`src/rtl/pic_pkg.sv`:
```
package pic_pkg;

    typedef enum logic [1:0] {
        REG_PEND = 2'd0,
        REG_MASK = 2'd1,
        REG_SERV = 2'd2,
        REG_CFG  = 2'd3
    } reg_sel_e;

endpackage

```
`src/rtl/pic_first_set.sv`:
```
module pic_first_set #(
    parameter int N_BITS = 8,
    localparam int IW = $clog2(N_BITS)
) (
    input  logic [N_BITS-1:0] bits_in,
    output logic              found,
    output logic [IW-1:0]     idx
);
    // lowest index wins: scan from the top so the last hit is the lowest
    always_comb begin
        found = 1'b0;
        idx   = '0;
        for (int i = N_BITS - 1; i >= 0; i--) begin
            if (bits_in[i]) begin
                found = 1'b1;
                idx   = IW'(i);
            end
        end
    end
endmodule

```
`src/rtl/pic_req_next.sv`:
```
module pic_req_next #(
    parameter int N_LINES = 8
) (
    input  logic [N_LINES-1:0] lines_now,
    input  logic [N_LINES-1:0] lines_prev,
    input  logic [N_LINES-1:0] pend_cur,
    input  logic [N_LINES-1:0] grant_clr,
    input  logic               level_mode,
    output logic [N_LINES-1:0] pend_nxt
);
    for (genvar g = 0; g < N_LINES; g++) begin : g_line
        logic rise;
        assign rise = lines_now[g] & ~lines_prev[g];
        assign pend_nxt[g] = level_mode ? lines_now[g]
                                        : ((pend_cur[g] & ~grant_clr[g]) | rise);
    end
endmodule

```
`src/rtl/prio_irq_ctrl.sv`:
```
module prio_irq_ctrl
    import pic_pkg::*;
#(
    parameter int N_LINES = 8,
    localparam int IW = $clog2(N_LINES)
) (
    input  logic               clk,
    input  logic               rst_n,
    input  logic [N_LINES-1:0] irq_lines,
    input  logic               cfg_we,
    input  logic [1:0]         cfg_addr,
    input  logic [N_LINES-1:0] cfg_wdata,
    output logic [N_LINES-1:0] cfg_rdata,
    input  logic               ack,
    output logic               int_req,
    output logic [IW-1:0]      vector
);
    typedef struct packed {
        logic [N_LINES-1:0] pend;
        logic [N_LINES-1:0] serv;
        logic [N_LINES-1:0] mask;
        logic [N_LINES-1:0] prev;
        logic               level;
        logic [IW-1:0]      vec;
    } state_t;

    state_t st_d, st_q;

    logic [N_LINES-1:0] pend_q, serv_q, mask_q;
    logic               level_q;
    assign pend_q  = st_q.pend;
    assign serv_q  = st_q.serv;
    assign mask_q  = st_q.mask;
    assign level_q = st_q.level;

    logic [N_LINES-1:0] live_req;
    logic               live_any, serv_any;
    logic [IW-1:0]      live_idx, serv_idx;
    logic               grant, eoi;
    logic [N_LINES-1:0] grant_oh, eoi_oh, pend_nxt;

    assign live_req = pend_q & ~mask_q;

    pic_first_set #(.N_BITS(N_LINES)) u_live (
        .bits_in(live_req), .found(live_any), .idx(live_idx)
    );
    pic_first_set #(.N_BITS(N_LINES)) u_serv (
        .bits_in(serv_q), .found(serv_any), .idx(serv_idx)
    );

    assign int_req  = live_any && (!serv_any || (live_idx < serv_idx));
    assign grant    = ack && int_req;
    assign grant_oh = grant ? (N_LINES'(1) << live_idx) : '0;
    assign eoi      = cfg_we && (cfg_addr == REG_SERV);
    assign eoi_oh   = (eoi && serv_any) ? (N_LINES'(1) << serv_idx) : '0;

    pic_req_next #(.N_LINES(N_LINES)) u_req (
        .lines_now (irq_lines),
        .lines_prev(st_q.prev),
        .pend_cur  (pend_q),
        .grant_clr (grant_oh),
        .level_mode(level_q),
        .pend_nxt  (pend_nxt)
    );

    always_comb begin
        st_d      = st_q;
        st_d.pend = pend_nxt;
        st_d.prev = irq_lines;
        st_d.serv = (serv_q & ~eoi_oh) | grant_oh;
        if (grant) begin
            st_d.vec = live_idx;
        end
        if (cfg_we && (cfg_addr == REG_MASK)) begin
            st_d.mask = cfg_wdata;
        end
        if (cfg_we && (cfg_addr == REG_CFG)) begin
            st_d.level = cfg_wdata[0];
        end
    end

    always_ff @(posedge clk or negedge rst_n) begin
        if (!rst_n) begin
            st_q <= '0;
        end else begin
            st_q <= st_d;
        end
    end

    always_comb begin
        unique case (cfg_addr)
            REG_PEND: cfg_rdata = pend_q;
            REG_MASK: cfg_rdata = mask_q;
            REG_SERV: cfg_rdata = serv_q;
            default:  cfg_rdata = {{(N_LINES-1){1'b0}}, level_q};
        endcase
    end

    assign vector = st_q.vec;
endmodule

```
`config.mk`:
```
export PLATFORM = sky130hd
export DESIGN_NAME = prio_irq_ctrl
export DESIGN_NICKNAME = d
export VERILOG_FILES = /design/src/rtl/pic_pkg.sv /design/src/rtl/pic_first_set.sv /design/src/rtl/pic_req_next.sv /design/src/rtl/prio_irq_ctrl.sv
export SDC_FILE = /design/constraint.sdc
export NUM_CORES = 1
export LEC_CHECK = 0
export BUFFER_PORTS_ARGS = -buffer_cell sky130_fd_sc_hd__buf_2
export CORE_ASPECT_RATIO = 0.7
export CORE_MARGIN = 3
export CORE_UTILIZATION = 40
export CTS_CLUSTER_DIAMETER = 50
export CTS_CLUSTER_SIZE = 12
export DETAILED_ROUTE_END_ITERATION = 10
export GPL_TIMING_DRIVEN = 0
export PLACE_DENSITY_LB_ADDON = 0.05
export SYNTH_ARGS = -nofsm -noshare
export SYNTH_HDL_FRONTEND = slang
export SYNTH_SLANG_ARGS = --single-unit
```
`constraint.sdc`:
```
create_clock -name clk -period 2.4 [get_ports clk]
set_input_delay 0.24 -clock clk [delete_from_list [all_inputs] [get_ports clk]]
set_output_delay 0.24 -clock clk [all_outputs]
set_load 0.05 [all_outputs]
```
==> metrics.yaml, run 1 <==
sta:
  maxSlewHeadroom: 0.461
  fmax_mhz: 391
  clock-skew-final_ps: 2.60
  setup_viol: 4
  worst_pin_slew_ps: 808
  slew_viol_final: 0
  fin_crit_sh: 1.07
  fin_setup_tns_ps: -479
  finalCriticalPeriod_ps: 2560
  rsz0062_at_grt: "yes"
  setup_ws_ps: -157
  finalHoldViolations: 0
route:
  vias: 1670
  antenna_left: 0
  viasPerCell: 5.46
  first_pass_iters: 4
  drt_iter0_markers: 86
  routed_wl_um: 5050
  drc_errors: 0
  avgRoutedWirePerCell_um: 16.5
critical_path:
  worstSetupEndpointType: "register"
  reg2reg_depth: 9
  critPathArrivalTime_ps: 2740
  critPathLaunchType: "register"
  path_buf_inv: 0
  critPathKind: "register to register"
  r2r_slack_ps: -160
  r2r-end: "pend_q[4]"
  critPathSlowestCell: "dfrtp_1"
  crit_family: "simple AND/OR/NAND/NOR gates"
  path_cells: "or2_4 -> or3_4 -> nand2_4 -> ha_4 -> o21a_1 -> o22a_1 -> a21o_1 -> or3_4 -> a32o_1"
  cp_max_fo: 4
  cp.required_ps: 2590
  critPathMaxStageDelay_ps: 390
  r2r_start: "serv_q[5]"
  worst_path_most_repeated_cell: "or3_4"
floorplan:
  dieArea_um2: 5550
  die_h_um: 63.3
  rows: 20
  core-area_um2: 4430
  ios: 34
  initial_core_util: 0.423
  die_w_um: 87.8
global_route:
  grt.overflow.total: 0
  grt_pass1_wl_um: 8430
  grt_start_max_net_pins: 37
  grt_pass1_vias: 1702
  antenna_found_initial: 0
  grt_usage: 0.202
placement:
  dp_hpwl_um: 3550
  io_buffers: 33
  placedCellCount: 284
  place_congestion: 0.843
  placed_area_um2: 2110
  dp_slack_ps: -430
cells_and_area:
  instances_no_fill: 306
  n_antenna_cell: 0
  nNetsFinal: 274
  layout-area-overhead-vs-synth_pct: 33.3
  final_area_um2: 2500
  layout-drive-gt1-share: 0.394
status:
  status: "finished, violations left"
  violations: "negative setup slack"
clock_tree:
  clk_latency_ps: 290
  cts_buffers: 5
  clk_path_buf_depth: 2
  cts_tree: "yes"
  htreeDepth: 2
  clk_pin_slew_ps: 70
  root_buffer: "clkbuf_8"
  cts_hold_buffers: 0
  cts_sinks: 36
yosys:
  yosys_warnings: 0
  ys_seq_area_frac: 0.481
  ys_types: 30
  ys_ff_latch: 36
  syn_inst: 196
  synthesis.area_um2: 1870
  syn_area_per_cell_um2: 9.56
  syn_nets: 220
min_path:
  hold_path_class: "input pin to async pin"
pwr:
  p_leak_uw: 0.00116
  p_per_area_nw_per_um2: 1330
  ir_drop_mv: 0.445
job:
  maxCapViolations: 0
## worst reg2reg max path: stages, from the launching register on
cell	delay, ps
dfrtp_1	390
or2_4	270
or3_4	360
nand2_4	80
ha_4	200
o21a_1	120
o22a_1	210
a21o_1	200
or3_4	350
a32o_1	270
## per-layer routing
layer | global-route usage | routed length, um
met5 | 0 | 0
met4 | 0.0594 | 79
met3 | 0.0732 | 284
met2 | 0.291 | 2210
met1 | 0.283 | 2480
## layout make-up
cell class	instances	area, um^2
Timing Repair Buffer	48	285
Clock buffer	7	96.3
Clock inverter	1	30.0
Inverter	11	41.3
Fill cell	409	1930
Buffer	7	37.5
Tap cell	55	68.8
Sequential cell	36	902
Multi-Input combinational cell	141	1040
## cell usage in the layout (no fill, tap or decap), types with 2 or more instances in the layout
cell,instances
mux2_2,10
nor2b_4,4
nand3_1,5
dfrtp_1,35
a21oi_4,2
inv_1,11
o21ai_2,3
or3_4,3
buf_2,32
nor2b_2,2
o21a_1,2
o21ai_0,20
mux2i_1,7
nor2_1,9
buf_4,17
nor2_2,3
a21oi_2,2
nand3b_1,2
nand2_1,25
a21o_1,3
a32o_1,5
o31ai_1,4
clkbuf_1,4
clkbuf_8,7
or3_1,2
a21oi_1,6
nand2b_1,5
nor2b_1,2
## metrics by stage
step           hold slack, ps  utilization  total power [uW]
3_3_place_gp              359        0.477              2210
5_1_grt                  44.2        0.564              3550
6_report                 28.8        0.564              3330
2_1_floorplan           -55.6            -              1920
3_5_place_dp              361        0.477              2250
4_1_cts                  49.2        0.542              3150
## worst max-delay path by stage
| stage | depth (start not counted) | slack, ps | from | end |
|---|---|---|---|---|
| 6_report | 9 | -160 | serv_q[5] | pend_q[4] |
| 3_5_place_dp | 10 | -430 | pend_q[5] | pend_q[5] |
| 3_3_place_gp | 10 | -400 | pend_q[5] | pend_q[5] |
| 4_1_cts | 9 | -150 | serv_q[5] | int_req |
| 2_1_floorplan | 9 | -4 | serv_q[5] | pend_q[4] |
| 5_1_grt | 9 | -220 | serv_q[5] | int_req |
## cells in the mapped netlist
master	n	area [um^2]
o21ai_1	1	5.00
nor4_1	1	6.26
nand2b_1	6	37.5
nand2_1	27	101
dfrtp_1	36	901
mux2i_1	7	70.1
nand3b_1	2	15.0
mux2_2	10	113
inv_1	11	41.3
clkbuf_1	5	18.8
mux4_2	1	22.5
a32o_1	5	50.1
o21ai_0	23	115
or2_4	1	8.76
or3_1	4	25.0
nand3_1	5	25.0
o21a_1	3	22.5
o31ai_1	4	30.0
buf_4	3	22.5
o211ai_1	1	7.51
ha_1	2	25.0
a2111oi_1	1	10.0
a21o_1	3	22.5
a21oi_1	10	50.1
or3_4	1	11.3
o22ai_1	1	6.26
o22a_1	1	8.76
nor2_1	12	45.0
or2_2	1	6.26
nor2b_1	8	50.1
## registers in the layout (all words and copies together) (netlist names)
register,cells
mask_q,8
pend_q,8
serv_q,8
st_q,8
vector,3
level_q,1
## power breakdown
group,switching (uW),total [uW],internal [uW]
Clock,222,589,366
Sequential,216,981,765
Combinational,968,1760,793
Total,1410,3330,1920
## repair_timing
item	4_1_cts	5_1_grt
resized for setup	25	12
pin swaps	6	4
endpoints found under the setup margin	10	12
setup buffers	8	7
## kinds of logic after synthesis
logic type / synth area share
flops: 0.481
compound gates: 0.175
simple gates: 0.177
buf+inv: 0.0441
fa+ha+maj: 0.0134
mux: 0.110
No activity file was read; power rests on OpenSTA's default activity.
==> inputs of run 2 (changes only) <==
--- a/config.mk
+++ b/config.mk
@@ -14,6 +14,7 @@
 export DETAILED_ROUTE_END_ITERATION = 10
 export GPL_TIMING_DRIVEN = 0
 export PLACE_DENSITY_LB_ADDON = 0.05
+export REMOVE_ABC_BUFFERS = 1
 export SYNTH_ARGS = -nofsm -noshare
 export SYNTH_HDL_FRONTEND = slang
 export SYNTH_SLANG_ARGS = --single-unit
==> run 2 against run 1 <==
  * Hold slack hardly changed
  * Largest cell class unchanged
  * Sequential share of layout area fell by 0.43 points
  * Routed wire length increased by 5.0%
  * Critical path depth stayed put
  * The flow still finishes with violations (negative setup slack)
  * Via count up 2.1%
  * Maximum frequency shrank 1.4%
  * Combinational power grew 10%
  * First-iteration DRC count is 22% higher
==> metrics.yaml, run 2 (synthesized netlist as in run 1, its figures left out) <==
pwr:
  swShare: 0.441
  p_per_area_nw_per_um2: 1360
  clockPowerShare: 0.154
  p_leak_uw: 0.00117
  ir_drop_mv: 0.488
  p_sw_uw: 1520
  finalPower_uw: 3450
  p_comb_frac: 0.562
  intPower_uw: 1930
  p_seq_frac: 0.284
floorplan:
  die_h_um: 63.3
  die_w_um: 87.8
  initial_core_util: 0.423
  core-area_um2: 4430
  dieArea_um2: 5550
  rows: 20
  ios: 34
route:
  routed_wl_um: 5310
  vias: 1705
  viasPerCell: 5.52
  antenna_left: 0
  first_pass_iters: 4
  drc_errors: 0
  drt_iter0_markers: 105
  avgRoutedWirePerCell_um: 17.2
placement:
  place_congestion: 0.851
  io_buffers: 33
  placed_area_um2: 2070
  dp_hpwl_um: 3400
cells_and_area:
  fin_util: 0.571
  n_antenna_cell: 0
  layout-area-overhead-vs-synth_pct: 35.1
  nNetsFinal: 277
  final_area_um2: 2530
  layout-drive-gt1-share: 0.429
  layout_commonest_cell: "dfrtp_1"
  final_cell_mix: "dfrtp_1 (34), buf_2 (32), buf_4 (24)"
status:
  violations: "negative setup slack"
  status: "finished, violations left"
global_route:
  grt_usage: 0.200
  antenna_found_initial: 0
  grt.overflow.total: 0
  grt_pass1_vias: 1723
  grt_pass1_wl_um: 8580
  grt_start_max_net_pins: 37
sta:
  slew_viol_final: 0
  rsz0062_at_grt: "yes"
  clock-skew-final_ps: 4.92
  fmax_mhz: 386
  worst_pin_slew_ps: 798
  fin_crit_sh: 1.08
  worst_hold_slack_ps: 28.6
  setup_viol: 4
  maxSlewHeadroom: 0.468
  finalHoldViolations: 0
  finalCriticalPeriod_ps: 2590
  setup_ws_ps: -194
clock_tree:
  clk_pin_slew_ps: 70
  root_buffer: "clkbuf_8"
  clk_latency_ps: 290
  cts_tree: "yes"
  cts_sinks: 36
  cts_buffers: 5
  htreeDepth: 2
  clk_path_buf_depth: 2
critical_path:
  critPathLaunchType: "register"
  worstSetupEndpointType: "output pin"
  cp.required_ps: 2160
  cp_max_fo: 4
  critPathArrivalTime_ps: 2350
  r2r_slack_ps: -170
  critPathKind: "register to output pin"
job:
  maxCapViolations: 0
min_path:
  hold_path_class: "input pin to async pin"
run 2: what timing repair did:
action	4_1_cts	5_1_grt
endpoints found under the hold margin	0	0
endpoints found under the setup margin	20	16
gates resized for setup	26	20
buffers inserted	22	7
hold buffers	0	0
pin swaps	11	11
run 2: stage by stage:
step,worst slack (ps),cells,setup TNS (ps)
5_1_grt,-311,309,-1290
6_report,-194,309,-586
4_1_cts,-132,306,-368
3_5_place_dp,-670,276,-5210
3_3_place_gp,-627,276,-4450
2_1_floorplan,-138,188,-351
run 2: worst paths after layout:
path / startpoint / endpoint / cells after the start
max: serv_q[5] / int_req / 9
min: rst_n / vector[2] / 1
max reg2reg: serv_q[5] / pend_q[4] / 9
min reg2reg: vector[2] / vector[2] / 1
max in group asynchronous: rst_n / serv_q[0] / 1
min in group clk: irq_lines[2] / st_q[6] / 1
run 2: final cells by class:
cell class                 count  area [um^2]
multi-input combinational    141         1050
clock inverter                 2         35.0
timing repair buffer          58          357
clock buffer                   6         72.6
sequential                    36          903
fill                         394         1900
inverter                      11         41.3
tap                           55         68.8
run 2: metal layers:
metal | track usage | part of all wire
met1 | 0.290 | 0.46
met2 | 0.295 | 0.47
met3 | 0.0458 | 0.058
met4 | 0.0613 | 0.015
met5 | 0 | 0
run 2: power groups by stage:
stage	clock network (uW)	registers, uW	logic (uW)
after global placement	0	965	1210
after floorplan	0	968	897
final	531	979	1940
after global routing	560	1000	2090
after CTS	536	955	1690
after detailed placement	0	970	1230
run 2: critical path: stages, from the launching register on:
cell	delay, ps
dfrtp_1	380
or2_4	270
or3_4	360
nand2_4	80
ha_4	200
o21a_1	120
o22a_1	240
o21ai_2	90
o21a_1	170
buf_6	160
